**src/rtl/irq_hub_pkg.sv**
```systemverilog
package irq_hub_pkg;
  localparam int ADDR_W = 3;

  localparam logic [ADDR_W-1:0] A_MASK = 3'd0;
  localparam logic [ADDR_W-1:0] A_MODE = 3'd1;
  localparam logic [ADDR_W-1:0] A_TRIG = 3'd2;
  localparam logic [ADDR_W-1:0] A_BASE = 3'd3;
  localparam logic [ADDR_W-1:0] A_EOI  = 3'd4;
  localparam logic [ADDR_W-1:0] A_ISR  = 3'd5;

  typedef enum logic {SEQ_IDLE, SEQ_HELD} seq_state_e;
endpackage

```
**src/rtl/irq_capture.sv**
```systemverilog
module irq_capture #(
  parameter int N = 8
) (
  input  logic         clk,
  input  logic         rst_n,
  input  logic [N-1:0] irq,
  input  logic [N-1:0] trig_lvl,
  input  logic [N-1:0] clr,
  output logic [N-1:0] irr
);
  logic [N-1:0] prev_q;
  logic [N-1:0] irr_d;

  for (genvar i = 0; i < N; i++) begin : g_bit
    always_comb begin
      if (trig_lvl[i]) irr_d[i] = irq[i] & ~clr[i];
      else             irr_d[i] = (irr[i] & ~clr[i]) | (irq[i] & ~prev_q[i]);
    end
  end

  always_ff @(posedge clk) begin
    if (!rst_n) begin
      prev_q <= '0;
      irr    <= '0;
    end else begin
      prev_q <= irq;
      irr    <= irr_d;
    end
  end
endmodule

```
**src/rtl/prio_pick.sv**
```systemverilog
module prio_pick #(
  parameter int N  = 8,
  parameter int LW = $clog2(N)
) (
  input  logic [N-1:0]  req,
  input  logic [LW-1:0] low,
  output logic          any,
  output logic [LW-1:0] lvl
);
  always_comb begin
    any = 1'b0;
    lvl = '0;
    for (int k = N; k >= 1; k--) begin
      logic [LW-1:0] idx;
      idx = LW'((int'(low) + k) % N);
      if (req[idx]) begin
        any = 1'b1;
        lvl = idx;
      end
    end
  end
endmodule

```
**src/rtl/ack_seq.sv**
```systemverilog
module ack_seq
  import irq_hub_pkg::*;
#(
  parameter int LW = 3
) (
  input  logic          clk,
  input  logic          rst_n,
  input  logic          ack,
  input  logic          can_grant,
  input  logic [LW-1:0] win_lvl,
  output logic          grant,
  output logic          fin,
  output logic          busy,
  output logic [LW-1:0] lvl_q
);
  seq_state_e st_q;

  assign busy  = (st_q == SEQ_HELD);
  assign grant = ack && !busy && can_grant;
  assign fin   = ack && busy;

  always_ff @(posedge clk) begin
    if (!rst_n) begin
      st_q  <= SEQ_IDLE;
      lvl_q <= '0;
    end else if (grant) begin
      st_q  <= SEQ_HELD;
      lvl_q <= win_lvl;
    end else if (fin) begin
      st_q  <= SEQ_IDLE;
    end
  end
endmodule

```
**src/rtl/prio_irq_hub.sv**
```systemverilog
module prio_irq_hub
  import irq_hub_pkg::*;
#(
  parameter int N  = 8,
  parameter int DW = 8
) (
  input  logic              clk,
  input  logic              rst_n,
  input  logic [N-1:0]      irq_in,
  output logic              int_req,
  input  logic              ack,
  output logic              vec_valid,
  output logic [DW-1:0]     vec_data,
  input  logic              cfg_we,
  input  logic [ADDR_W-1:0] cfg_addr,
  input  logic [DW-1:0]     cfg_wdata,
  output logic [DW-1:0]     cfg_rdata
);
  localparam int LW     = $clog2(N);
  localparam int BASE_W = DW - LW;

  logic [N-1:0]      mask_q, trig_q, irr_q, isr_q, isr_d;
  logic [N-1:0]      ack_clr, eoi_clr;
  logic [1:0]        mode_q;
  logic [BASE_W-1:0] base_q;
  logic [LW-1:0]     low_q, eff_low;
  logic              pend_any, srv_any, busy, grant, fin;
  logic [LW-1:0]     pend_lvl, srv_lvl, ack_lvl;
  logic              eoi_wr, clr_any;
  logic [LW-1:0]     clr_lvl;

  function automatic logic [LW-1:0] rank(input logic [LW-1:0] l, input logic [LW-1:0] lo);
    return LW'(l - lo - LW'(1));
  endfunction

  assign eff_low = mode_q[0] ? low_q : LW'(N - 1);

  irq_capture #(.N(N)) u_cap (
    .clk(clk), .rst_n(rst_n), .irq(irq_in), .trig_lvl(trig_q),
    .clr(ack_clr), .irr(irr_q)
  );

  prio_pick #(.N(N), .LW(LW)) u_pend (
    .req(irr_q & ~mask_q), .low(eff_low), .any(pend_any), .lvl(pend_lvl)
  );

  prio_pick #(.N(N), .LW(LW)) u_srv (
    .req(isr_q), .low(eff_low), .any(srv_any), .lvl(srv_lvl)
  );

  assign int_req = !busy && pend_any &&
                   (!srv_any || (rank(pend_lvl, eff_low) < rank(srv_lvl, eff_low)));

  ack_seq #(.LW(LW)) u_seq (
    .clk(clk), .rst_n(rst_n), .ack(ack), .can_grant(int_req),
    .win_lvl(pend_lvl), .grant(grant), .fin(fin), .busy(busy), .lvl_q(ack_lvl)
  );

  assign ack_clr = grant ? (N'(1) << pend_lvl) : '0;
  assign eoi_wr  = cfg_we && (cfg_addr == A_EOI);

  always_comb begin
    clr_any = 1'b0;
    clr_lvl = '0;
    if (fin && mode_q[1]) begin
      clr_any = 1'b1;
      clr_lvl = ack_lvl;
    end else if (eoi_wr && cfg_wdata[3]) begin
      clr_any = 1'b1;
      clr_lvl = cfg_wdata[LW-1:0];
    end else if (eoi_wr && srv_any) begin
      clr_any = 1'b1;
      clr_lvl = srv_lvl;
    end
  end

  assign eoi_clr = clr_any ? (N'(1) << clr_lvl) : '0;
  assign isr_d   = (isr_q & ~eoi_clr) | ack_clr;

  always_ff @(posedge clk) begin
    if (!rst_n) begin
      mask_q    <= '0;
      trig_q    <= '0;
      mode_q    <= '0;
      base_q    <= '0;
      isr_q     <= '0;
      low_q     <= LW'(N - 1);
      vec_valid <= 1'b0;
      vec_data  <= '0;
    end else begin
      isr_q     <= isr_d;
      vec_valid <= fin;
      if (fin) vec_data <= {base_q, ack_lvl};
      if (clr_any && mode_q[0]) low_q <= clr_lvl;
      if (cfg_we) begin
        case (cfg_addr)
          A_MASK:  mask_q <= cfg_wdata[N-1:0];
          A_MODE:  mode_q <= cfg_wdata[1:0];
          A_TRIG:  trig_q <= cfg_wdata[N-1:0];
          A_BASE:  base_q <= cfg_wdata[DW-1:LW];
          default: ;
        endcase
      end
    end
  end

  always_comb begin
    case (cfg_addr)
      A_MASK:  cfg_rdata = DW'(mask_q);
      A_MODE:  cfg_rdata = DW'(mode_q);
      A_TRIG:  cfg_rdata = DW'(trig_q);
      A_BASE:  cfg_rdata = {base_q, LW'(0)};
      A_EOI:   cfg_rdata = DW'(irr_q);
      A_ISR:   cfg_rdata = DW'(isr_q);
      default: cfg_rdata = '0;
    endcase
  end
endmodule

```
**config.mk**
```make
export PLATFORM = sky130hd
export DESIGN_NAME = prio_irq_hub
export DESIGN_NICKNAME = d
export VERILOG_FILES = /design/src/rtl/irq_hub_pkg.sv /design/src/rtl/irq_capture.sv /design/src/rtl/prio_pick.sv /design/src/rtl/ack_seq.sv /design/src/rtl/prio_irq_hub.sv
export SDC_FILE = /design/constraint.sdc
export NUM_CORES = 1
export LEC_CHECK = 0
export BUFFER_PORTS_ARGS = -buffer_cell sky130_fd_sc_hd__buf_2
export CAP_MARGIN = 10
export CORE_ASPECT_RATIO = 1.1
export CORE_MARGIN = 5
export CORE_UTILIZATION = 51
export CTS_CLUSTER_DIAMETER = 150
export DETAILED_ROUTE_END_ITERATION = 6
export GPL_ROUTABILITY_DRIVEN = 0
export GPL_TIMING_DRIVEN = 0
export PLACE_DENSITY_LB_ADDON = 0.15
export SLEW_MARGIN = 5
export SYNTH_ARGS = -nofsm -noshare
export SYNTH_HDL_FRONTEND = slang
export SYNTH_HIERARCHICAL = 1
export SYNTH_SLANG_ARGS = --single-unit
```
**constraint.sdc**
```tcl
create_clock -name clk -period 6.65 [get_ports clk]
set_input_delay 0.665 -clock clk [delete_from_list [all_inputs] [get_ports clk]]
set_output_delay 0.665 -clock clk [all_outputs]
set_load 0.005 [all_outputs]
```
# --- Word-level counts from Yosys, hierarchy flattened ---
# Index checks and enable logic that the tools add are counted.
totals:
  inputBits: 23
  word_cells: 196
  register_bits: 63
classes:
  n_mux: 84
  bitwise_logic: 53
  addsub: 12
  order_cmp: 9
  n_reduce_logical: 19
  n_shift: 2
  n_eq_ne: 5
op_table:
  columns: ["operator", "n"]
  rows:
  - ["3-bit 2-to-1 mux", 20]
  - ["1-bit binary-select mux with 3-bit select", 16]
  - ["8-bit one-hot mux with 6 select lines", 1]
  - ["1-bit 2-to-1 mux", 45]
  - ["3-bit by 4-bit < comparator with 1-bit output (second input constant)", 8]
  - ["1-bit bitwise AND", 24]
  - ["8-bit bitwise AND", 2]
  - ["8-bit 2-to-1 mux", 2]
  - ["1-bit inverter", 16]
  - ["8-bit inverter", 2]
  - ["1-bit by 3-bit left shift with 8-bit output (first input constant)", 2]
  - ["3-bit adder (second input constant)", 4]
  - ["1-bit logical AND", 10]
  - ["1-bit OR", 8]
  - ["8-bit OR", 1]
  - ["2-bit AND reduction", 4]
  - ["3-bit by 1-bit adder with 3-bit output (second input constant)", 2]
  - ["3-bit by 2-bit adder with 3-bit output (second input constant)", 2]
  - ["3-bit by 2-bit == test with 1-bit output (second input constant)", 2]
  - ["3-bit == test (second input constant)", 2]
  - ["3-bit by 1-bit subtractor with 3-bit output (second input constant)", 2]
  - ["3-bit subtractor", 2]
  - ["3-bit by 1-bit == test with 1-bit output (second input constant)", 1]
  - ["3-bit logical NOT", 1]
  - ["4 further kinds", 5]

# --- Longest topological paths before layout ---
# Gate-level depths: netlist (run 1).
logic_depth:
  word_depth: 23
  mapped_depth: 26

# --- By module ---
# The synthesis (run 1) kept the hierarchy.
modules_own_cells:
  columns: ["module", "area_each_um2", "n_inst", "cells_per_inst"]
  rows:
  - ["prio_irq_hub", 2457.4, 1, 284]
  - ["prio_pick", 674.4, 2, 77]
  - ["irq_capture", 643.1, 1, 58]
  - ["ack_seq", 172.7, 1, 18]

# --- Worst setup path before layout (run 1) ---
# No wires, ideal clock.
synth_timing:
  kind: "reg2reg"
  start: "reg mode_q[0]"
  end: "reg isr_q[0]"
  slack_ns: 1.303
  path_stages_with_launch: 27
  required_time_ns: 6.576
  setup_time_ns: 0.074
  arrival_ns: 5.273
  cell_sequence: "dfxtp_1 inv_1 nor2_1 inv_1 buf_6 buf_6 inv_1 ha_1 buf_6 mux4_2 mux2_4 or3_1 o311ai_1 a31oi_1 ha_1 fa_1 xor2_1 xnor2_1 ha_1 a21o_1 a21oi_1 and3b_1 buf_6 nand2b_1 nor3_1 nor3_1 a31oi_1"
synth_between:
  elab_cells_between_ends: 97
  classes_between: "12 x add/sub; 1 x order compare; 2 x shift; 73 x mux; 3 x bitwise; 6 x reduce/logical"
synth_lines:
  columns: ["item", "line_no", "source"]
  rows:
  - ["start, declared", "prio_irq_hub.sv:24", "logic [1:0] mode_q;"]
  - ["start signal, assigned", "prio_irq_hub.sv:98", "A_MODE: mode_q <= cfg_wdata[1:0];"]
  - ["3-bit 2-to-1 mux *", "prio_irq_hub.sv:36", "assign eff_low = mode_q[0] ? low_q : LW'(N - 1);"]
  - ["net eff_low[0]", "prio_irq_hub.sv:26", "logic [LW-1:0] low_q, eff_low;"]
  - ["3-bit by 1-bit adder with 3-bit output", "prio_pick.sv:15", "idx = LW'((int'(low) + k) % N);"]
  - ["1-bit binary-select mux with 3-bit select", "prio_pick.sv:16", "if (req[idx]) begin"]
  - ["1-bit 2-to-1 mux (not written as such)", "prio_pick.sv:16", null]
  - ["3-bit 2-to-1 mux (7 in a row)", "prio_pick.sv:16", null]
  - ["3-bit 2-to-1 mux *", "prio_pick.sv:16", null]
  - ["net pend_lvl[0]", "prio_irq_hub.sv:28", "logic [LW-1:0] pend_lvl, srv_lvl, ack_lvl;"]
  - ["[... 3 more ...]", null, null]
  - ["1-bit logical OR *", "prio_irq_hub.sv:52", "(!srv_any || (rank(pend_lvl, eff_low) < rank(srv_lvl, eff_low)));"]
  - ["1-bit logical AND *", "prio_irq_hub.sv:51", "assign int_req = !busy && pend_any &&"]
  - ["net int_req", "prio_irq_hub.sv:10", "output logic int_req,"]
  - ["1-bit logical AND *", "ack_seq.sv:19", "assign grant = ack && !busy && can_grant;"]
  - ["net grant", "prio_irq_hub.sv:27", "logic pend_any, srv_any, busy, grant, fin;"]
  - ["8-bit 2-to-1 mux *", "prio_irq_hub.sv:59", "assign ack_clr = grant ? (N'(1) << pend_lvl) : '0;"]
  - ["net ack_clr[0]", "prio_irq_hub.sv:23", "logic [N-1:0] ack_clr, eoi_clr;"]
  - ["8-bit OR *", "prio_irq_hub.sv:78", "assign isr_d = (isr_q & ~eoi_clr) | ack_clr;"]
  - ["end signal, assigned", "prio_irq_hub.sv:91", "isr_q <= isr_d;"]
  - ["end, declared", "prio_irq_hub.sv:22", "logic [N-1:0] mask_q, trig_q, irr_q, isr_q, isr_d;"]
# The timed path passes the listed nets; every way through them passes the cells marked *. The select of a mux whose other input is x is not followed.
# A chain may end at the register's enable or synchronous reset.

# --- Worst setup path after layout (run 1) ---
layout_timing:
  start: "reg mode_q[0]"
  end: "reg isr_q[4]"
layout_between:
  elab_cells_between_ends: 97
  classes_between: "12 x add/sub; 1 x order compare; 2 x shift; 73 x mux; 3 x bitwise; 6 x reduce/logical"
layout_lines:
  columns: ["item", "line_no"]
  rows:
  - ["3-bit 2-to-1 mux *", "prio_irq_hub.sv:36"]
  - ["net eff_low[0]", "prio_irq_hub.sv:26"]
  - ["3-bit by 1-bit adder with 3-bit output", "prio_pick.sv:15"]
  - ["1-bit binary-select mux with 3-bit select", "prio_pick.sv:16"]
  - ["1-bit 2-to-1 mux (not written as such)", "prio_pick.sv:16"]
  - ["3-bit 2-to-1 mux (7 in a row)", "prio_pick.sv:16"]
  - ["3-bit 2-to-1 mux *", "prio_pick.sv:16"]
  - ["net pend_lvl[0]", "prio_irq_hub.sv:28"]
  - ["[... 2 more ...]", null]
  - ["3-bit < comparator *", "prio_irq_hub.sv:52"]
  - ["1-bit logical OR *", "prio_irq_hub.sv:52"]
  - ["1-bit logical AND *", "prio_irq_hub.sv:51"]
  - ["1-bit logical AND *", "ack_seq.sv:19"]
  - ["net grant", "prio_irq_hub.sv:27"]
  - ["8-bit 2-to-1 mux *", "prio_irq_hub.sv:59"]
  - ["net ack_clr[4]", "prio_irq_hub.sv:23"]
  - ["8-bit OR *", "prio_irq_hub.sv:78"]
# Marked as above.

==> results of run 1 <==
-- synth_stat cells (10+ instances only) --
| library cell | number |
|---|---|
| o21ai_1 | 10 |
| dfxtp_1 | 63 |
| a31oi_1 | 10 |
| nand2_1 | 64 |
| nor2b_1 | 26 |
| and2_1 | 13 |
| mux2i_1 | 39 |
| nand2b_1 | 22 |
| mux4_2 | 18 |
| a21oi_1 | 14 |
| nor2_1 | 18 |
| mux2_2 | 15 |
| inv_1 | 19 |
| o21ai_0 | 22 |
-- through the flow --
stage / cells / TNS [ns] / worst slack, ns
floorplan: 514 / 0 / 1.30
global placement: 667 / 0 / 0.386
global route: 684 / -0.0215 / -0.0215
finish: 684 / 0 / 0.333
detailed placement: 667 / 0 / 0.340
CTS: 683 / 0 / 0.313
-- routing by layer --
metal / vias up / global-route usage / wire (um)
li1: 1979 / - / -
met1: 1942 / 0.278 / 5110
met2: 148 / 0.411 / 6210
met3: 29 / 0.0343 / 591
met4: 0 / 0.0828 / 340
met5: - / 0 / 0
-- state kept, by name, indices dropped and copies added, names as in the netlist --
| register | cells |
|---|---|
| u_seq/busy | 1 |
| u_cap/irr | 8 |
| base_q | 5 |
| u_cap/prev_q | 8 |
| trig_q | 8 |
| low_q | 3 |
| mask_q | 8 |
| u_seq/lvl_q | 3 |
| mode_q | 2 |
| isr_q | 8 |
| vec_data | 8 |
| vec_valid | 1 |
-- area by class of cell --
class                   count  area share
multi-input cells         407       0.600
flip-flops and latches     63       0.242
repair buffers             40      0.0384
plain buffers              25      0.0321
well taps                 114      0.0273
clock buffers               9      0.0237
clock inverters             7      0.0233
inverters                  19      0.0137
-- power groups by stage --
stage                     registers, mW  logic [mW]  clock network (mW)
after floorplan                   0.419       0.202                   0
final                             0.419       0.282               0.410
after detailed placement          0.427       0.274                   0
after global routing              0.422       0.309               0.432
after global placement            0.427       0.269                   0
after CTS                         0.419       0.276               0.414
-- cells in the final DEF (no fill, tap or decap), types with 13 or more instances in the layout --
cell type,Yosys,final
a21oi_1,14,14
and2_1,13,13
buf_2,8,48
dfxtp_1,63,63
inv_1,19,19
mux2_2,15,15
mux2i_1,39,39
mux4_2,18,18
nand2_1,64,64
nand2b_1,22,22
nor2_1,18,18
nor2b_1,26,26
o21ai_0,22,22
-- worst max-delay path, delay by kind of cell, from the launching register on --
family                     cells  cell delay [ns]
xor gates and xnor gates       2             0.31
buffers and inverters          7             0.98
adders and majority gates      4             1.28
and+or+nand+nor                5             1.29
muxes                          2             0.82
AOI/OAI and AO/OA              6             1.14
DFF                            1             0.43
-- cell families after synthesis --
| logic type | Yosys count |
|---|---|
| and+or+nand+nor | 194 |
| muxes | 74 |
| AOI/OAI and AO/OA | 119 |
| xor gates and xnor gates | 10 |
| buffers and inverters | 44 |
| DFF | 63 |
| adders and majority gates | 10 |
-- path summary, 6_finish.rpt --
check | end | cells past startpoint
setup / recovery | isr_q[4]$_SDFF_PN0_ | 26
hold / removal | mask_q[1]$_SDFFE_PN0P_ | 2
setup reg to reg | isr_q[4]$_SDFF_PN0_ | 26
hold reg to reg | mask_q[1]$_SDFFE_PN0P_ | 2
-- timing repair --
action / CTS / global route
resized for setup: 0 / 2
endpoints found under the setup margin: 0 / 2
endpoints found under the hold margin: 0 / 0
==> flow_metrics.py, run 1 <==
metrics = {
    "cts": {
        "clock-sinks": 63,
        "ctsHoldBuffers": 0,
        "htreeDepth": 3,
        "cts_buffers": 9,
        "clock-root-buffer": "clkbuf_8",
        "cts_tree": "built",
        "clock_latency_ns": 0.35,
        "cts_setup_buffers": 0,
        "cts_buffer_depth": 2,
        "path_clk_slew_ns": 0.07,
    },
    "floorplanning": {
        "io_pins": 41,
        "die_w_um": 101,
        "coreArea_um2": 8870,
        "design.die.area_um2": 11100,
        "die_h_um": 110,
        "start_util": 0.521,
        "placementRows": 36,
    },
    "setup_path": {
        "critPathLaunch": "mode_q[0]$_SDFFE_PN0P_",
        "critPathRequiredTime_ns": 6.93,
        "slowest_delay_ns": 0.49,
        "regToRegSetupSlack_ns": 0.33,
        "crit_top_cell": "buf_6",
        "criticalPathCategory": "flop to flop",
        "start_kind": "flop",
        "arrival_ns": 6.60,
        "cpMaxStageDelayCell": "mux4_2",
        "r2r_start": "mode_q[0]$_SDFFE_PN0P_",
        "crit_path_end_kind": "flop",
        "cp_max_fo": 10,
    },
    "pwr": {
        "power.total_mw": 1.11,
        "ir_drop_mv": 0.194,
        "netSwitchingFraction": 0.303,
        "p_comb_frac": 0.254,
        "p_clk_frac": 0.369,
        "internal_power_mw": 0.774,
        "leakage_nw": 2.01,
        "seqPwrFrac": 0.377,
        "p_switching_mw": 0.337,
        "powerDensity_nw_per_um2": 213,
    },
    "run_status": {
        "outcome": "finished, final reports clean",
    },
    "global_routing": {
        "grt-ovfl-total": 0,
        "grt_usage": 0.230,
        "grt_pass1_vias": 3929,
        "grt_antenna_before_repair": 0,
        "grt_max_degree": 21,
        "grt_pass1_wl_um": 19800,
    },
    "sta": {
        "fmax_mhz": 158,
        "max_slew_margin": 0.318,
        "worst_clock_skew_ns": 0.0110,
        "tightest_slew_ns": 1.02,
        "fin_crit_sh": 0.950,
        "hold_viol": 0,
        "slew_viol_final": 0,
        "setup_viol": 0,
        "fin_crit_ns": 6.32,
        "holdWs_ns": 0.484,
    },
    "detailed_routing": {
        "avgRoutedWirePerCell_um": 17.9,
        "drt-total-wl_um": 12300,
        "ant_nets": 0,
        "via_per_inst": 5.99,
        "dr.first_iter.drc_count": 287,
        "drc_errors": 0,
        "vias": 4098,
        "first_pass_iters": 5,
    },
    "logic_synthesis": {
        "synth_seq_cells": 63,
        "synth_top_family_by_area": "simple AND/OR/NAND/NOR gates",
        "yosys.area.top_type": "dfxtp_1",
        "synth_fa_ha_area_frac": 0.0303,
        "syn_avg_cell_area_um2": 8.99,
        "synth_top_cell_area_share": 0.273,
        "ys_types": 55,
        "synth_edf_count": 0,
        "muxShareOfSynthArea": 0.215,
        "syn_nets": 547,
        "syn_area_um2": 4620,
        "ys_dominant_reg_cell": "dfxtp_1",
        "synth_seq_area_share": 0.273,
        "synth_compound_area_frac": 0.176,
        "synth_warnings": 6,
        "synthXorXnorAreaFrac": 0.0189,
        "synthSimpleGateAreaFrac": 0.235,
        "ys_async_sr_fraction": 0,
        "ys_top_cells_by_area": "dfxtp_1, mux4_2, mux2i_1",
        "syn-instance-count": 514,
    },
    "run": {
        "drv_cap": 0,
    },
    "layout": {
        "fillers": 784,
        "finalNetCount": 598,
        "syn_to_final_growth_pct": 12.9,
        "antenna_cells": 0,
        "multi_input_area_um2": 3130,
        "finalInstanceArea_um2": 5220,
        "regArea_um2": 1260,
        "final_core_util": 0.588,
        "drive_above_1_share": 0.214,
    },
    "min_path": {
        "min_from": "mask_q[1]$_SDFFE_PN0P_",
        "hold_class": "flop to flop",
    },
    "place": {
        "placed_cell_area_um2": 4960,
        "port_buffers": 39,
        "dp_hpwl_um": 9480,
    },
}
No activity file was read; power rests on OpenSTA's default activity.
==> run 2, diff against run 1 <==
--- a/config.mk
+++ b/config.mk
@@ -14,7 +14,7 @@
 export DETAILED_ROUTE_END_ITERATION = 6
 export GPL_ROUTABILITY_DRIVEN = 0
 export GPL_TIMING_DRIVEN = 0
-export PLACE_DENSITY_LB_ADDON = 0.15
+export PLACE_DENSITY = 0.77
 export SLEW_MARGIN = 5
 export SYNTH_ARGS = -nofsm -noshare
 export SYNTH_HDL_FRONTEND = slang
==> run 2 against run 1 <==
  * Sequential cell count unchanged
  * Wire length about the same
  * Sequential share of layout area up 0.15 points
  * Sequential power about the same
  * Power down 3.3%
  * Core utilization fell by 0.37 points
  * Final cell count is the same
  * Critical path type unchanged
==> flow_metrics.py, run 2 (synthesized netlist as in run 1, its figures left out) <==
metrics = {
    "layout": {
        "antenna_cells": 0,
        "final_cell_mix": "nand2_1, dfxtp_1, buf_2, mux2i_1, nor2b_1",
        "final_common_cell": "nand2_1",
        "finalNetCount": 598,
        "drive_above_1_share": 0.209,
        "syn_to_final_growth_pct": 12.2,
    },
    "cts": {
        "ctsResizeCount": 0,
        "cts_setup_buffers": 0,
        "path_clk_slew_ns": 0.07,
        "clock-root-buffer": "clkbuf_8",
        "clock_latency_ns": 0.34,
        "clock-sinks": 63,
        "cts_buffers": 9,
        "htreeDepth": 3,
        "cts_tree": "built",
        "ctsHoldBuffers": 0,
        "cts_buffer_depth": 2,
    },
    "detailed_routing": {
        "wl_met3_um": 911,
        "met2WireLength_um": 6060,
        "vias": 4241,
        "avgRoutedWirePerCell_um": 17.9,
        "first_pass_iters": 5,
        "top_layer": "met4",
        "drc_errors": 0,
        "ant_nets": 0,
        "via_per_inst": 6.20,
        "dr.first_iter.drc_count": 322,
        "met1Wirelength_um": 4970,
        "drt-total-wl_um": 12300,
    },
    "min_path": {
        "hold_depth": 2,
        "hold_class": "flop to flop",
    },
    "setup_path": {
        "criticalPathCategory": "flop to flop",
        "cp_max_fo": 10,
        "arrival_ns": 6.41,
        "start_kind": "flop",
        "crit_path_end_kind": "flop",
        "ff2ff_path_depth": 23,
        "critPathRequiredTime_ns": 6.92,
    },
    "sta": {
        "fin_crit_sh": 0.923,
        "worst_clock_skew_ns": 0.00793,
        "tns_ns": 0,
        "hold_viol": 0,
        "tightest_slew_ns": 0.786,
        "rsz0062_at_grt": "no",
        "setup_slack_ns": 0.511,
        "setup_viol": 0,
        "slew_viol_final": 0,
        "fin_crit_ns": 6.14,
        "max_slew_margin": 0.473,
        "fmax_mhz": 163,
    },
    "pwr": {
        "p_comb_frac": 0.259,
        "leakage_nw": 1.99,
        "netSwitchingFraction": 0.306,
        "p_clk_frac": 0.349,
        "p_switching_mw": 0.328,
        "seqPwrFrac": 0.392,
        "powerDensity_nw_per_um2": 207,
        "internal_power_mw": 0.745,
        "ir_drop_mv": 0.209,
    },
    "run_status": {
        "outcome": "finished, final reports clean",
    },
    "place": {
        "dp_slack_ns": 0.564,
        "port_buffers": 39,
        "dp_hpwl_um": 9410,
    },
    "global_routing": {
        "grt_pass1_wl_um": 20000,
        "grt-ovfl-total": 0,
        "grt_pass1_vias": 4131,
        "grt_usage": 0.228,
        "grt_max_degree": 21,
        "grt_antenna_before_repair": 0,
    },
    "floorplanning": {
        "io_pins": 41,
        "die_h_um": 110,
        "design.die.area_um2": 11100,
        "die_w_um": 101,
        "placementRows": 36,
        "coreArea_um2": 8870,
        "start_util": 0.521,
    },
    "run": {
        "drv_cap": 0,
    },
}
==> run 2: per-layer routing <==
metal  GRT usage  up-vias
li1            -     1981
met1       0.277     2049
met2       0.391      182
met3      0.0520       29
met4      0.0885        0
met5           0        -
==> run 2: power groups by stage <==
stage,Clock (mW),Sequential [mW],Combinational (mW)
2_1_floorplan,0,0.419,0.202
3_3_place_gp,0,0.427,0.263
3_5_place_dp,0,0.427,0.272
4_1_cts,0.377,0.419,0.274
5_1_grt,0.399,0.422,0.305
6_report,0.375,0.420,0.278
==> run 2: final timing paths <==
check / end / start / slack, ns
min: low_q[1]$_SDFFE_PN1P_ / low_q[1]$_SDFFE_PN1P_ / 0.48
min reg2reg: low_q[1]$_SDFFE_PN1P_ / low_q[1]$_SDFFE_PN1P_ / 0.48
max reg2reg: isr_q[2]$_SDFF_PN0_ / mode_q[0]$_SDFFE_PN0P_ / 0.51
max: isr_q[2]$_SDFF_PN0_ / mode_q[0]$_SDFFE_PN0P_ / 0.51
==> run 2: worst max-delay path: stages (launching register included) <==
cell,delay (ns)
dfxtp_1,0.35
nand2b_1,0.27
clkbuf_1,0.43
inv_1,0.12
ha_1,0.31
buf_6,0.13
mux4_2,0.56
mux2_4,0.33
or3_1,0.35
o311ai_1,0.23
a31oi_1,0.20
ha_1,0.32
fa_1,0.37
xor2_1,0.16
xnor2_1,0.15
ha_1,0.29
a21o_1,0.16
a21oi_1,0.15
and3b_1,0.20
buf_6,0.14
nand2_1,0.12
nor3_1,0.42
nor3_1,0.12
a31oi_1,0.18
==> run 2: per-stage QoR <==
stage                      util  cell area (um2)  hold slack (ns)  instances  total power [mW]
after floorplan               -             4620            0.443        514             0.621
after global routing      0.585             5190            0.505        684              1.13
after global placement    0.559             4960            0.464        667             0.689
after detailed placement  0.559             4960            0.468        667             0.700
final                     0.585             5190            0.481        684              1.07
after CTS                 0.584             5180            0.484        683              1.07
==> run 2: area by class of cell <==
| class | count | area, um2 |
|---|---|---|
| sequential | 63 | 1260 |
| fill | 754 | 3690 |
| clock inverter | 5 | 81.3 |
| timing repair buffer | 40 | 200 |
| clock buffer | 11 | 141 |
| multi-input combinational | 407 | 3120 |
| inverter | 19 | 71.3 |
| tap | 114 | 143 |
| buffer | 25 | 168 |
==> run 3, diff against run 2 <==
--- a/config.mk
+++ b/config.mk
@@ -9,12 +9,12 @@
 export CAP_MARGIN = 10
 export CORE_ASPECT_RATIO = 1.1
 export CORE_MARGIN = 5
-export CORE_UTILIZATION = 51
+export CORE_UTILIZATION = 60
 export CTS_CLUSTER_DIAMETER = 150
 export DETAILED_ROUTE_END_ITERATION = 6
 export GPL_ROUTABILITY_DRIVEN = 0
 export GPL_TIMING_DRIVEN = 0
-export PLACE_DENSITY = 0.77
+export PLACE_DENSITY = 0.87
 export SLEW_MARGIN = 5
 export SYNTH_ARGS = -nofsm -noshare
 export SYNTH_HDL_FRONTEND = slang
==> run 3 against run 2 <==
  * Sequential share of layout area up 0.12 points
  * Worst setup slack worse by 0.11 ns
  * Via count rose by 0.75%
  * Combinational power about the same
  * Worst hold slack improved by 0.0075 ns
  * Core utilization is 11 points higher
  * Power down 0.62%
  * Sequential cell count is the same
  * Largest cell class unchanged
  * Highest routed layer unchanged
==> flow_metrics.py, run 3 (synthesized netlist as in run 1, its figures left out) <==
metrics = {
    "min_path": {
        "hold_end": "mask_q[2]$_SDFFE_PN0P_",
        "hold_depth": 2,
        "min_from": "mask_q[2]$_SDFFE_PN0P_",
        "hold_class": "flop to flop",
    },
    "cts": {
        "cts_buffers": 9,
        "clock_latency_ns": 0.35,
        "cts_setup_buffers": 0,
        "ctsResizeCount": 0,
        "cts_buffer_depth": 2,
        "clock-sinks": 63,
        "htreeDepth": 3,
        "cts_tree": "built",
        "clock-root-buffer": "clkbuf_8",
        "ctsHoldBuffers": 0,
        "path_clk_slew_ns": 0.07,
    },
    "sta": {
        "slew_viol_final": 0,
        "setup_slack_ns": 0.404,
        "fin_crit_sh": 0.939,
        "hold_viol": 0,
        "setup_viol": 0,
        "worst_clock_skew_ns": 0.00844,
        "max_slew_margin": 0.151,
        "rsz0062_at_grt": "no",
        "fin_crit_ns": 6.25,
        "tightest_slew_ns": 1.27,
        "tns_ns": 0,
        "holdWs_ns": 0.489,
        "fmax_mhz": 160,
    },
    "place": {
        "dp_hpwl_um": 9410,
        "port_buffers": 39,
        "dp_slack_ns": 0.554,
    },
    "global_routing": {
        "grt-ovfl-total": 0,
        "grt_pass1_vias": 4230,
        "grt_antenna_before_repair": 0,
        "grt_max_degree": 21,
        "grt_pass1_wl_um": 20500,
        "grt_usage": 0.269,
    },
    "setup_path": {
        "cp_max_fo": 10,
        "r2r_end": "u_cap/irr[0]$_SDFF_PN0_",
        "start_kind": "flop",
        "criticalPathCategory": "flop to flop",
        "critPathLaunch": "low_q[1]$_SDFFE_PN1P_",
        "crit_path_end_kind": "flop",
        "ff2ff_path_depth": 23,
        "arrival_ns": 6.49,
        "critPathRequiredTime_ns": 6.89,
        "regToRegSetupSlack_ns": 0.40,
        "r2r_start": "low_q[1]$_SDFFE_PN1P_",
    },
    "floorplanning": {
        "die_h_um": 102,
        "die_w_um": 93.7,
        "design.die.area_um2": 9560,
        "placementRows": 33,
        "coreArea_um2": 7470,
        "io_pins": 41,
        "start_util": 0.618,
    },
    "run_status": {
        "outcome": "finished, final reports clean",
    },
    "layout": {
        "finalNetCount": 597,
        "final_common_cell": "nand2_1",
        "antenna_cells": 0,
        "final_cell_mix": "nand2_1, dfxtp_1, buf_2, mux2i_1, nor2b_1",
        "syn_to_final_growth_pct": 11.7,
        "drive_above_1_share": 0.206,
    },
    "pwr": {
        "power.total_mw": 1.07,
        "p_switching_mw": 0.332,
        "netSwitchingFraction": 0.311,
        "ir_drop_mv": 0.169,
        "p_comb_frac": 0.262,
        "internal_power_mw": 0.735,
        "p_clk_frac": 0.344,
        "leakage_nw": 1.98,
        "seqPwrFrac": 0.394,
        "powerDensity_nw_per_um2": 207,
    },
    "detailed_routing": {
        "dr.first_iter.drc_count": 471,
        "vias": 4273,
        "first_pass_iters": 5,
        "drc_errors": 0,
        "via_per_inst": 6.34,
        "avgRoutedWirePerCell_um": 18.2,
        "ant_nets": 0,
        "drt-total-wl_um": 12300,
    },
    "run": {
        "drv_cap": 0,
    },
}
-- run 3: cell types whose count changed in the layout (fill, tap and decap cells not counted), sizes merged --
| cell | delta |
|---|---|
| clkinv | +1 |
| clkinvlp | -1 |
| buf | -1 |
-- run 3: final cells by class --
cell class,count,area [um2]
plain buffers,25,168
clock buffers,11,131
clock inverters,5,82.6
fillers,555,2310
inverters,19,71.3
multi-input cells,407,3120
flip-flops and latches,63,1260
well taps,105,131
repair buffers,39,195
-- run 3: metrics by stage --
| stage | area [um2] | instances | util |
|---|---|---|---|
| final | 5160 | 674 | 0.691 |
| after global routing | 5160 | 674 | 0.691 |
| after CTS | 5160 | 674 | 0.691 |
| after detailed placement | 4950 | 658 | 0.662 |
| after global placement | 4950 | 658 | 0.662 |
| after floorplan | 4620 | 514 | - |
-- run 3: worst max-delay path, stage by stage (launching register included) --
cell	delay (ns)
dfxtp_1	0.34
nand2b_1	0.29
clkbuf_1	0.42
inv_1	0.12
ha_1	0.31
buf_6	0.13
mux4_2	0.57
mux2_4	0.33
or3_1	0.35
o311ai_1	0.26
a31oi_1	0.22
ha_1	0.33
fa_1	0.38
xor2_1	0.16
xnor2_1	0.18
ha_1	0.29
a21o_1	0.15
a21oi_1	0.18
and3b_1	0.20
buf_6	0.13
nand2b_1	0.12
nor3_1	0.40
nand2b_1	0.19
o21ai_1	0.07
-- run 3: per-layer routing --
metal,up-vias,track usage,share of wire
met5,-,0,0
met4,0,0.130,0.041
met3,56,0.0464,0.082
met2,242,0.456,0.49
met1,1996,0.333,0.39
li1,1979,-,-
-- run 3: worst max path at each step --
stage / to / depth (start not counted)
finish: u_cap/irr[0]$_SDFF_PN0_ / 23
global route: isr_q[0]$_SDFF_PN0_ / 23
CTS: int_req / 21
detailed placement: u_cap/irr[0]$_SDFF_PN0_ / 26
global placement: isr_q[2]$_SDFF_PN0_ / 23
floorplan: isr_q[0]$_SDFF_PN0_ / 26
-- run 3: power groups by stage --
stage | Combinational (mW) | Clock (mW) | Sequential, mW
after floorplan | 0.202 | 0 | 0.419
after CTS | 0.273 | 0.367 | 0.419
final | 0.279 | 0.367 | 0.420
after global routing | 0.304 | 0.386 | 0.422
after detailed placement | 0.272 | 0 | 0.428
after global placement | 0.260 | 0 | 0.427
